**src/rtl/wkd_pkg.sv**
```systemverilog
package wkd_pkg;

  // Width of a saturating counter able to hold the value lim.
  function automatic int unsigned cnt_width(int unsigned lim);
    return (lim < 1) ? 1 : $clog2(lim + 1);
  endfunction

  // True once a filter counter has reached its limit.
  function automatic logic filter_done(int unsigned count, int unsigned limit);
    return count >= limit;
  endfunction

  // True when one more tick completes the filter.
  function automatic logic last_tick(int unsigned count, int unsigned limit);
    return (count + 1) == limit;
  endfunction

endpackage

```
**src/rtl/wkd_sync.sv**
```systemverilog
module wkd_sync #(
  parameter int unsigned     WIDTH     = 2,
  parameter logic [WIDTH-1:0] RESET_VAL = '0
) (
  input  logic             clk,
  input  logic             rst_n,
  input  logic [WIDTH-1:0] d,
  output logic [WIDTH-1:0] q
);

  for (genvar i = 0; i < WIDTH; i++) begin : g_bit
    logic stage1_q, stage2_q;
    always_ff @(posedge clk or negedge rst_n) begin
      if (!rst_n) begin
        stage1_q <= RESET_VAL[i];
        stage2_q <= RESET_VAL[i];
      end else begin
        stage1_q <= d[i];
        stage2_q <= stage1_q;
      end
    end
    assign q[i] = stage2_q;
  end

endmodule

```
**src/rtl/wkd_bus_det.sv**
```systemverilog
module wkd_bus_det #(
  parameter int unsigned MIN_TICKS = 70
) (
  input  logic clk,
  input  logic rst_n,
  input  logic clear,
  input  logic en,
  input  logic tick,
  input  logic bus_rec,
  output logic hit
);
  import wkd_pkg::*;

  localparam int unsigned CW = cnt_width(MIN_TICKS);

  logic [CW-1:0] span_cnt_q;
  logic          seen_rec_q;
  logic          bus_prev_q;
  logic          release_edge;
  logic          span_long;

  assign release_edge = bus_rec & ~bus_prev_q;
  assign span_long    = filter_done(32'(span_cnt_q), MIN_TICKS);
  assign hit          = en & seen_rec_q & release_edge & span_long;

  always_ff @(posedge clk or negedge rst_n) begin
    if (!rst_n) begin
      span_cnt_q <= '0;
      seen_rec_q <= 1'b0;
      bus_prev_q <= 1'b1;
    end else begin
      bus_prev_q <= bus_rec;
      if (clear) begin
        span_cnt_q <= '0;
        seen_rec_q <= 1'b0;
      end else if (en) begin
        if (bus_rec) begin
          seen_rec_q <= 1'b1;
          span_cnt_q <= '0;
        end else if (seen_rec_q && tick && !span_long) begin
          span_cnt_q <= span_cnt_q + CW'(1);
        end
      end
    end
  end

  // a dominant level still held never reports a wake
  p_bus_held_silent_r4: assert property (@(posedge clk) disable iff (!rst_n)
    !bus_rec |-> !hit);

  // the span counter saturates at its limit
  p_bus_cnt_cap_r3: assert property (@(posedge clk) disable iff (!rst_n)
    32'(span_cnt_q) <= MIN_TICKS);

  // without a recessive level seen since clearing, no wake
  p_bus_needs_edge_r5: assert property (@(posedge clk) disable iff (!rst_n)
    clear |=> !hit);

endmodule

```
**src/rtl/wkd_pin_det.sv**
```systemverilog
module wkd_pin_det #(
  parameter int unsigned MIN_TICKS = 40
) (
  input  logic clk,
  input  logic rst_n,
  input  logic capture,
  input  logic clear,
  input  logic en,
  input  logic tick,
  input  logic pin,
  output logic hit
);
  import wkd_pkg::*;

  localparam int unsigned CW = cnt_width(MIN_TICKS);

  logic [CW-1:0] hold_cnt_q;
  logic          ref_q;
  logic          changed;
  logic          final_tick;

  assign changed    = pin ^ ref_q;
  assign final_tick = last_tick(32'(hold_cnt_q), MIN_TICKS);
  assign hit        = en & changed & tick & final_tick;

  always_ff @(posedge clk or negedge rst_n) begin
    if (!rst_n) begin
      ref_q      <= 1'b0;
      hold_cnt_q <= '0;
    end else begin
      if (capture) ref_q <= pin;
      if (clear) begin
        hold_cnt_q <= '0;
      end else if (en) begin
        if (!changed) begin
          hold_cnt_q <= '0;
        end else if (tick && !final_tick) begin
          hold_cnt_q <= hold_cnt_q + CW'(1);
        end
      end
    end
  end

  // a wake from the switch only completes on a tick
  p_pin_hit_on_tick_r7: assert property (@(posedge clk) disable iff (!rst_n)
    hit |-> tick);

  // the hold counter never passes the filter length
  p_pin_cnt_cap_r6: assert property (@(posedge clk) disable iff (!rst_n)
    32'(hold_cnt_q) < MIN_TICKS);

  // the reference only moves on a capture strobe
  p_pin_ref_hold_r6: assert property (@(posedge clk) disable iff (!rst_n)
    !capture |=> $stable(ref_q));

endmodule

```
**src/rtl/sleep_wake_detector.sv**
```systemverilog
module sleep_wake_detector #(
  parameter int unsigned BUS_MIN_TICKS = 70,
  parameter int unsigned PIN_MIN_TICKS = 40
) (
  input  logic clk,
  input  logic rst_n,
  input  logic in_sleep,
  input  logic sleep_entry,
  input  logic us_tick,
  input  logic bus_level,
  input  logic wake_level,
  output logic wake_pulse
);

  logic [1:0] sync_q;
  logic       bus_s, pin_s;
  logic       clear, en;
  logic       bus_hit, pin_hit, any_hit;
  logic       done_q;

  wkd_sync #(.WIDTH(2), .RESET_VAL(2'b10)) i_sync (
    .clk  (clk),
    .rst_n(rst_n),
    .d    ({bus_level, wake_level}),
    .q    (sync_q)
  );

  assign bus_s = sync_q[1];
  assign pin_s = sync_q[0];

  assign clear   = ~in_sleep | sleep_entry;
  assign en      = in_sleep & ~sleep_entry & ~done_q;
  assign any_hit = bus_hit | pin_hit;

  wkd_bus_det #(.MIN_TICKS(BUS_MIN_TICKS)) i_bus (
    .clk    (clk),
    .rst_n  (rst_n),
    .clear  (clear),
    .en     (en),
    .tick   (us_tick),
    .bus_rec(bus_s),
    .hit    (bus_hit)
  );

  wkd_pin_det #(.MIN_TICKS(PIN_MIN_TICKS)) i_pin (
    .clk    (clk),
    .rst_n  (rst_n),
    .capture(sleep_entry),
    .clear  (clear),
    .en     (en),
    .tick   (us_tick),
    .pin    (pin_s),
    .hit    (pin_hit)
  );

  always_ff @(posedge clk or negedge rst_n) begin
    if (!rst_n) begin
      wake_pulse <= 1'b0;
      done_q     <= 1'b0;
    end else begin
      wake_pulse <= any_hit;
      done_q     <= clear ? 1'b0 : (done_q | any_hit);
    end
  end

  // the wake request lasts one cycle
  p_pulse_one_cycle_r9: assert property (@(posedge clk) disable iff (!rst_n)
    wake_pulse |=> !wake_pulse);

  // nothing is requested while awake
  p_no_wake_awake_r8: assert property (@(posedge clk) disable iff (!rst_n)
    !in_sleep |=> !wake_pulse);

  // one request per sleep period
  p_once_per_period_r8: assert property (@(posedge clk) disable iff (!rst_n)
    (done_q && in_sleep && !sleep_entry) |=> !wake_pulse);

  // quiet straight out of reset
  p_reset_quiet_r1: assert property (@(posedge clk)
    !rst_n |=> !wake_pulse);

endmodule

```
**config.mk**
```make
export PLATFORM = sky130hd
export DESIGN_NAME = sleep_wake_detector
export DESIGN_NICKNAME = d
export VERILOG_FILES = /design/src/rtl/wkd_pkg.sv /design/src/rtl/wkd_sync.sv /design/src/rtl/wkd_bus_det.sv /design/src/rtl/wkd_pin_det.sv /design/src/rtl/sleep_wake_detector.sv
export SDC_FILE = /design/constraint.sdc
export NUM_CORES = 1
export LEC_CHECK = 0
export BUFFER_PORTS_ARGS = -buffer_cell sky130_fd_sc_hd__clkbuf_2
export CORE_MARGIN = 2
export CORE_UTILIZATION = 40
export CTS_BUF_LIST = sky130_fd_sc_hd__clkbuf_8
export DETAILED_ROUTE_END_ITERATION = 6
export PLACE_DENSITY = 0.65
export SYNTH_ARGS = -nofsm -noshare
export SYNTH_HDL_FRONTEND = slang
export SYNTH_HIERARCHICAL = 1
export SYNTH_SLANG_ARGS = --single-unit
```
**constraint.sdc**
```tcl
create_clock -name clk -period 4.8 [get_ports clk]
set_input_delay 0.72 -clock clk [delete_from_list [all_inputs] [get_ports clk]]
set_output_delay 0.72 -clock clk [all_outputs]
set_load 0.05 [all_outputs]
```
* Word-level counts from Yosys, hierarchy flattened
Index checks and enable logic that the tools add are counted.
** Operators by class
- Equality and inequality tests :: 2
- Bitwise operators :: 17
- Add/subtract/negate cells :: 3
- Reductions and logical operators :: 11
- Mux-type cells :: 12
- Magnitude comparators :: 1
** Operators with widths (number)
- $eq A32 B6 Y1 const B :: 1
- $mux W7 :: 4
- $mux W6 :: 4
- $and A1 B1 Y1 :: 9
- $add A6 B1 Y7 const B :: 1
- $add A7 B1 Y7 const B :: 1
- $ge A7 B7 Y1 const B :: 1
- $add A6 B1 Y6 const B :: 1
- $reduce_and A2 Y1 :: 3
- $mux W1 :: 4
- $not A1 Y1 :: 4
- $reduce_bool A2 Y1 :: 2
- $logic_and A1 B1 Y1 :: 3
- $ne A3 B3 Y1 const B :: 1
- $or A1 B1 Y1 :: 3
- $reduce_bool A3 Y1 :: 1
- $logic_not A1 Y1 :: 2
- $xor A1 B1 Y1 :: 1
** Storage, ports and cells
- Register bits after elaboration :: 22
- Input port bits :: 7
- Word-level logic and storage cells :: 57
- Output and inout port bits :: 1

* Logic depth before layout (Yosys ltp)
Gate-level depths: netlist of run 1.
- Depth in word-level cells :: 9
- Depth in mapped cells :: 7
- Mapped depth without buffers :: 6

* Modules after synthesis
Netlist of run 1, hierarchy kept.
** Modules (own cells, without submodules)
- wkd_bus_det :: sequential area each 226.5 µm², instances 1, area each 589.3 µm², cells an instance 64
- wkd_pin_det :: sequential area each 175.2 µm², instances 1, area each 475.5 µm², cells an instance 50
- wkd_sync :: sequential area each 102.6 µm², instances 1, area each 117.6 µm², cells an instance 6
- sleep_wake_detector :: sequential area each 50.0 µm², instances 1, area each 82.6 µm², cells an instance 7

* Least setup slack after synthesis of run 1
OpenSTA, ideal clock, no wires.
- Path type :: input to register
- Start point :: input sleep_entry
- End point :: register i_pin.hold_cnt_q[4]
- Required time :: 4.696 ns
- Arrival time :: 1.785 ns
- Path buffers :: 0
- Library setup time :: 0.104 ns
- Cell stages on the path :: 5
- Path slack :: 2.911 ns
- Cells stage by stage :: nand2b_4 > nor2_1 > nand2_1 > a211o_2 > o41ai_2
** Between the ends
- Word-level cells in the longest chain between the ends :: 5
- Elaborated cells on any way between the ends :: 8
- Those cells by class :: eq/ne: 1; mux: 1; bitwise: 4; reduce/logical: 2
** RTL lines
- start: declaration :: RTL line sleep_wake_detector.sv:8 : input logic sleep_entry,
- $not A1 Y1 :: RTL line sleep_wake_detector.sv:32 : assign en = in_sleep & ~sleep_entry & ~done_q;
- $and A1 B1 Y1 (2 in series) :: RTL line sleep_wake_detector.sv:32
- via en :: RTL line sleep_wake_detector.sv:17 : logic clear, en;
- $reduce_bool A2 Y1 (no line)
- $reduce_and A2 Y1 (no line)
- end signal: assignment :: RTL line wkd_pin_det.sv:38 : hold_cnt_q <= hold_cnt_q + CW'(1);
- end: declaration :: RTL line wkd_pin_det.sv:17 : logic [CW-1:0] hold_cnt_q;
The timed path passes the listed nets, and every way through them passes these cells.
A chain may end at the register's enable or synchronous reset.

* Final worst setup path of run 1
- Start point :: input sleep_entry
- End point :: register i_pin.hold_cnt_q[4]
** Between the ends
- Elaborated cells on any way between the ends :: 8
- Those cells by class :: eq/ne: 1; mux: 1; bitwise: 4; reduce/logical: 2
** RTL lines
- $or A1 B1 Y1 * :: RTL line sleep_wake_detector.sv:31 : assign clear = ~in_sleep | sleep_entry;
- via clear :: RTL line sleep_wake_detector.sv:17
- $ne A3 B3 Y1 (no line) or $reduce_bool A2 Y1 (tied branches)
- $reduce_and A2 Y1 (no line)
Mark *: on every way through the listed nets, which the timed path passes. The rest lies on a longest branch.

==> results.sh, run 1 <==
export IMPL_cts_tree="built"
export IMPL_io_buffers=7
export IMPL_grt_ovfl_total=0
export IMPL_synth_warnings=6
export IMPL_place_ws_ns=2.04
export IMPL_timing_hold_violations_final=0
export IMPL_multiInputGateArea_um2=628
export IMPL_cts_buffer_depth=2
export IMPL_avgSynthCellArea_um2=9.96
export IMPL_drtAntennaViolNets=0
export IMPL_hold_class="reg -> reg"
export IMPL_grt_pass1_wl_mm=4.20
export IMPL_first_pass_iters=4
export IMPL_antennaDiodeCount=0
export IMPL_period_share_pct=51.8
export IMPL_num_fill_cells=295
export IMPL_cp_end_kind="flip-flop"
export IMPL_place_congestion=0.904
export IMPL_synth_ff_type="dfrtp_1"
export IMPL_max_clock_freq_mhz=402
export IMPL_start_kind="primary input"
export IMPL_grt_usage_pct=15.2
export IMPL_p_leak_nw=0.600
export IMPL_synth_edff_count=0
export IMPL_seqCellArea_um2=554
export IMPL_path_cells="clkbuf_2, nand2b_4, nor2_1, nand2_1, a211o_2, o41ai_2"
export IMPL_cts_htree_levels=1
export IMPL_slowest_delay_ns=0.66
export IMPL_r2r_slack_ns=2.74
export IMPL_hold_buffers=0
export IMPL_cts_buffers_inserted=3
export IMPL_rows=20
export IMPL_io_pins=8
export IMPL_clock_sinks=22
export IMPL_viasPerCell=5.49
export IMPL_p_per_area_nw_per_um2=259
export IMPL_fin_skew_ns=0.00615
export IMPL_wl_per_cell_um=13.4
export IMPL_cp_data_arrival_time_ns=2.65
export IMPL_crit_type="in -> reg"
export IMPL_antenna_found_initial=0
export IMPL_setup_viol=0
export IMPL_die_h_um=60.2
export IMPL_postCtsResizedCells=0
export IMPL_vias=960
export IMPL_clkTransAtPathRegs_ns=0.08
export IMPL_path_max_fanout=17
export IMPL_syn_nets=137
export IMPL_worstMarginPinSlew_ns=0.820
export IMPL_setup_ws_ns=2.31
export IMPL_synth_seq_cells=22
export IMPL_crit_slowest_cell="nor2_1"
export IMPL_final_min_clock_period_ns=2.49
export IMPL_mappedNetlistArea_um2=1260
export IMPL_die_w_um=60.2
export IMPL_postSynthCellCount=127
export IMPL_grt_pass1_vias=929
export IMPL_drive_gt1_share_pct=16.8
export IMPL_fin_nets=142
export IMPL_status="finished clean"
export IMPL_max_slew_margin_pct=45.2
export IMPL_die_area_um2=3630
export IMPL_worstPathRequired_ns=4.96
export IMPL_rsz0062_at_grt="no"
export IMPL_finalMaxSlewViolations=0
export IMPL_syn_to_final_growth_pct=6.73
export IMPL_drcViolationCount=0
export IMPL_drt_iter0_drc=40
export IMPL_initial_core_util_pct=41.8
export IMPL_insertion_delay_ns=0.26
export IMPL_peakVddDrop_v=0.000150
export IMPL_drt_total_wl_mm=2.35
export IMPL_fin_tns_setup_ns=0
export IMPL_maxCapViolations=0
export IMPL_grt_max_degree=23
export IMPL_synthArstFlopShare_pct=100
export IMPL_dp_hpwl_mm=1.65
export IMPL_postCtsSetupBuffers=0
export IMPL_cp_num_buf_inv=1
export IMPL_synth_distinct_cells=49
export IMPL_crit_family="simple AND/OR/NAND/NOR gates"
export IMPL_yosysSeqAreaShare_pct=43.8
export IMPL_root_buffer="clkbuf_8"
export IMPL_core_area_um2=3030
-- registers in the layout, indices dropped and copies added, names as in the netlist --
name,count
wake_pulse,1
i_pin/ref_q,1
i_bus/seen_rec_q,1
i_bus/bus_prev_q,1
i_pin/hold_cnt_q,6
i_bus/span_cnt_q,7
i_sync/g_bit.stage1_q,2
done_q,1
i_sync/g_bit.stage2_q,2
-- cell type report --
| type | count | share of cell area (%) |
|---|---|---|
| clock buffer | 4 | 4.08 |
| inverter | 6 | 1.67 |
| multi-input combinational | 92 | 46.5 |
| sequential | 22 | 41.1 |
| tap | 44 | 4.08 |
| timing repair buffer | 7 | 2.60 |
-- path summary, 6_finish.rpt --
| kind | to | depth (start not counted) | startpoint |
|---|---|---|---|
| setup / recovery | i_pin/hold_cnt_q[4] | 6 | sleep_entry |
| hold reg to reg | i_sync/g_bit[0].stage2_q | 0 | i_sync/g_bit[0].stage1_q |
| setup reg to reg | i_pin/hold_cnt_q[4] | 4 | done_q |
| min in group asynchronous | i_bus/seen_rec_q | 1 | rst_n |
| max in group asynchronous | i_sync/g_bit[1].stage2_q | 1 | rst_n |
| hold / removal | i_sync/g_bit[0].stage2_q | 0 | i_sync/g_bit[0].stage1_q |
-- cell families (layout without fill, tap and decap cells) --
family / count (synthesis) / after routing / share of synthesized area [%]
compound gates: 33 / 33 / 19.6
xor+xnor: 2 / 2 / 1.39
fa+ha+maj: 3 / 3 / 2.97
buf+inv: 13 / 17 / 6.53
flops: 22 / 22 / 43.8
mux: 2 / 2 / 1.78
simple gates: 52 / 52 / 23.9
-- metal layers --
layer / wire length [um] / track usage [%] / vias to the layer above
met5: 0 / 0 / -
met4: 19 / 4.76 / 0
met2: 1070 / 22.7 / 26
li1: - / - / 483
met3: 121 / 2.60 / 2
met1: 1140 / 22.3 / 449
-- synth_stat cells, types with 2 or more instances --
| cell | count | share of area, % |
|---|---|---|
| nor3_1 | 4 | 1.6 |
| and3_1 | 3 | 1.5 |
| nand4_1 | 4 | 2.0 |
| dfrtp_1 | 19 | 38 |
| a21oi_1 | 6 | 2.4 |
| dfstp_2 | 3 | 6.2 |
| o22ai_1 | 3 | 1.5 |
| o21ai_0 | 2 | 0.79 |
| buf_6 | 3 | 2.7 |
| nor2b_1 | 3 | 1.5 |
| o211a_1 | 2 | 1.6 |
| a31oi_1 | 4 | 2.0 |
| nand2b_1 | 2 | 0.99 |
| o211ai_1 | 3 | 1.8 |
| mux2_2 | 2 | 1.8 |
| buf_4 | 3 | 1.8 |
| nor2_1 | 7 | 2.1 |
| ha_1 | 3 | 3.0 |
| nand3_1 | 7 | 2.8 |
| nand2_1 | 10 | 3.0 |
| inv_1 | 6 | 1.8 |
-- metrics by stage --
| step | util, % | cells | hold WS, ns | instance area, um2 | total power, mW |
|---|---|---|---|---|---|
| 6_report | 44.6 | 175 | 0.354 | 1350 | 0.350 |
| 5_1_grt | 44.6 | 175 | 0.364 | 1350 | 0.370 |
| 3_5_place_dp | 42.8 | 171 | 0.339 | 1290 | 0.222 |
| 3_3_place_gp | 42.8 | 171 | 0.345 | 1290 | 0.222 |
| 2_1_floorplan | - | 127 | 0.331 | 1260 | 0.214 |
| 4_1_cts | 44.6 | 175 | 0.360 | 1350 | 0.356 |
-- cells in the final DEF, fill, tap and decap left out, types with 2 or more instances in the layout --
cell / n
o211a_1: 2
o22ai_1: 3
dfrtp_1: 19
clkbuf_8: 4
nor3_1: 4
a21oi_1: 6
mux2_2: 2
inv_1: 6
nand3_1: 7
o211ai_1: 3
ha_1: 3
nand4_1: 4
clkbuf_2: 7
dfstp_2: 3
o21ai_0: 2
nand2b_1: 2
nor2b_1: 3
a31oi_1: 4
nor2_1: 7
and3_1: 3
nand2_1: 10
-- power breakdown --
group          internal [mW]  leakage [nW]  switching, mW  total (mW)
Combinational        0.00783         0.281         0.0178      0.0257
Clock                 0.0730        0.0288         0.0586       0.132
Sequential             0.190         0.290        0.00348       0.193
Total                  0.270         0.600         0.0799       0.350
(Power assumes the default switching activity.)
==> inputs of run 2 (changes only) <==
==> constraint.sdc (replaced) <==
create_clock -name clk -period 2.6 [get_ports clk]
set_input_delay 0.39 -clock clk [delete_from_list [all_inputs] [get_ports clk]]
set_output_delay 0.39 -clock clk [all_outputs]
set_load 0.05 [all_outputs]
==> run 2 against run 1 <==
  * Register-to-register slack worse by 2.0 ns
  * Global-route usage up 0.81 points
  * Cell count up 0.57%
  * Sequential share of layout area down 0.23 points
  * Final area up 0.56%
  * Highest routed layer unchanged
==> results.sh, run 2 (same netlist as run 1, synthesis figures left out) <==
export IMPL_place_area_um2=1300
export IMPL_place_congestion=0.836
export IMPL_dp_hpwl_mm=1.78
export IMPL_initial_core_util_pct=41.8
export IMPL_drcViolationCount=0
export IMPL_max_clock_freq_mhz=541
export IMPL_finalMaxSlewViolations=0
export IMPL_maxCapViolations=0
export IMPL_wl_per_cell_um=14.3
export IMPL_drtAntennaViolNets=0
export IMPL_period_share_pct=71.0
export IMPL_drive_gt1_share_pct=17.4
export IMPL_die_h_um=60.2
export IMPL_path_max_fanout=9
export IMPL_reg_top3="i_bus/span_cnt_q: 7 flops, i_pin/hold_cnt_q: 6 flops"
export IMPL_core_area_um2=3030
export IMPL_cp_data_arrival_time_ns=2.00
export IMPL_path_cells="inv_1, ha_1, o211ai_1, and3_1, nand3b_4, o41ai_1"
export IMPL_cts_buffer_depth=2
export IMPL_viasPerCell=5.73
export IMPL_drt_total_wl_mm=2.51
export IMPL_rsz0062_at_grt="no"
export IMPL_hold_class="in -> async"
export IMPL_top_register="i_bus/span_cnt_q"
export IMPL_fin_tns_setup_ns=0
export IMPL_die_area_um2=3630
export IMPL_crit_type="reg -> reg"
export IMPL_p_per_area_nw_per_um2=474
export IMPL_design_area_um2=1360
export IMPL_drt_iter0_drc=61
export IMPL_status="finished clean"
export IMPL_first_pass_iters=4
export IMPL_grt_pass1_vias=970
export IMPL_setup_viol=0
export IMPL_worstMarginPinSlew_ns=0.542
export IMPL_cp_end_kind="flip-flop"
export IMPL_antenna_found_initial=0
export IMPL_io_buffers=7
export IMPL_final_min_clock_period_ns=1.85
export IMPL_die_w_um=60.2
export IMPL_clkTransAtPathRegs_ns=0.08
export IMPL_grt_ovfl_total=0
export IMPL_grt_usage_pct=16.0
export IMPL_worstPathRequired_ns=2.75
export IMPL_clock_sinks=22
export IMPL_largest_reg_flops=7
export IMPL_cts_tree="built"
export IMPL_vias=1008
export IMPL_postCtsSetupBuffers=0
export IMPL_max_slew_margin_pct=63.7
export IMPL_final_common_cell="dfrtp_1"
export IMPL_start_kind="flip-flop"
export IMPL_grt_pass1_wl_mm=4.35
export IMPL_p_leak_nw=0.605
export IMPL_root_buffer="clkbuf_8"
export IMPL_postCtsResizedCells=0
export IMPL_hold_buffers=0
export IMPL_peakVddDrop_v=0.000251
export IMPL_cts_htree_levels=1
export IMPL_slowest_delay_ns=0.42
export IMPL_crit_slowest_cell="and3_1"
export IMPL_insertion_delay_ns=0.26
export IMPL_final_cell_mix="19 x dfrtp_1, 10 x nand2_1, 7 x nor2_1, 7 x nand3_1, 7 x clkbuf_2"
export IMPL_antennaDiodeCount=0
export IMPL_dp_cells=172
export IMPL_io_pins=8
export IMPL_timing_hold_violations_final=0
export IMPL_syn_to_final_growth_pct=7.32
export IMPL_fin_nets=143
export IMPL_fin_skew_ns=0.00782
export IMPL_grt_max_degree=23
export IMPL_fin_cells=176
export IMPL_rows=20
export IMPL_cts_buffers_inserted=3
## run 2: cell types whose count changed in the layout (fill, tap and decap cells not counted)
cell	change
buf_4	+1
## run 2: final timing paths
check	startpoint	endpoint	slack [ns]	cells after the start
max	i_bus/span_cnt_q[0]	i_bus/span_cnt_q[4]	0.75	6
min	rst_n	i_pin/ref_q	0.10	1
max reg2reg	i_bus/span_cnt_q[0]	i_bus/span_cnt_q[4]	0.75	6
min reg2reg	i_sync/g_bit[0].stage1_q	i_sync/g_bit[0].stage2_q	0.36	0
max in group asynchronous	rst_n	i_sync/g_bit[1].stage2_q	2.13	1
min in group clk	bus_level	i_sync/g_bit[1].stage1_q	0.21	1
## run 2: power breakdown
part           leakage [nW]  switching [mW]  total (mW)  internal [mW]
clock                0.0288           0.104       0.238          0.135
sequential            0.290         0.00675       0.357          0.350
combinational         0.286          0.0336      0.0491         0.0155
## run 2: critical path: cells and delay by family, from the launching register on
| kind | cells | cell delay [ns] |
|---|---|---|
| AO/OA/AOI/OAI | 2 | 0.52 |
| AND/OR/NAND/NOR | 2 | 0.53 |
| flip-flops | 1 | 0.39 |
| buffers and inverters | 1 | 0.08 |
| adder cells (fa/ha/maj) | 1 | 0.21 |
## run 2: cell type report
type | count | area (um2)
Sequential cell | 22 | 554
Inverter | 6 | 22.5
Multi-Input combinational cell | 92 | 628
Fill cell | 306 | 1670
Tap cell | 44 | 55.1
Timing Repair Buffer | 8 | 42.5
Clock buffer | 4 | 55.1
## run 2: through the flow
step	hold slack, ns	utilization (%)	worst slack [ns]	total power, mW
2_1_floorplan	0.0944	-	1.02	0.395
3_3_place_gp	0.346	43.0	0.777	0.411
3_5_place_dp	0.337	43.0	0.685	0.413
4_1_cts	0.117	44.8	0.744	0.660
5_1_grt	0.137	44.8	0.567	0.678
6_report	0.101	44.8	0.753	0.644
## run 2: per-layer routing
metal	global-route usage [%]	routed length, um	vias to the layer above
li1	-	-	482
met1	22.7	1200	494
met2	24.2	1180	30
met3	3.46	103	2
met4	5.08	24	0
met5	0	0	-
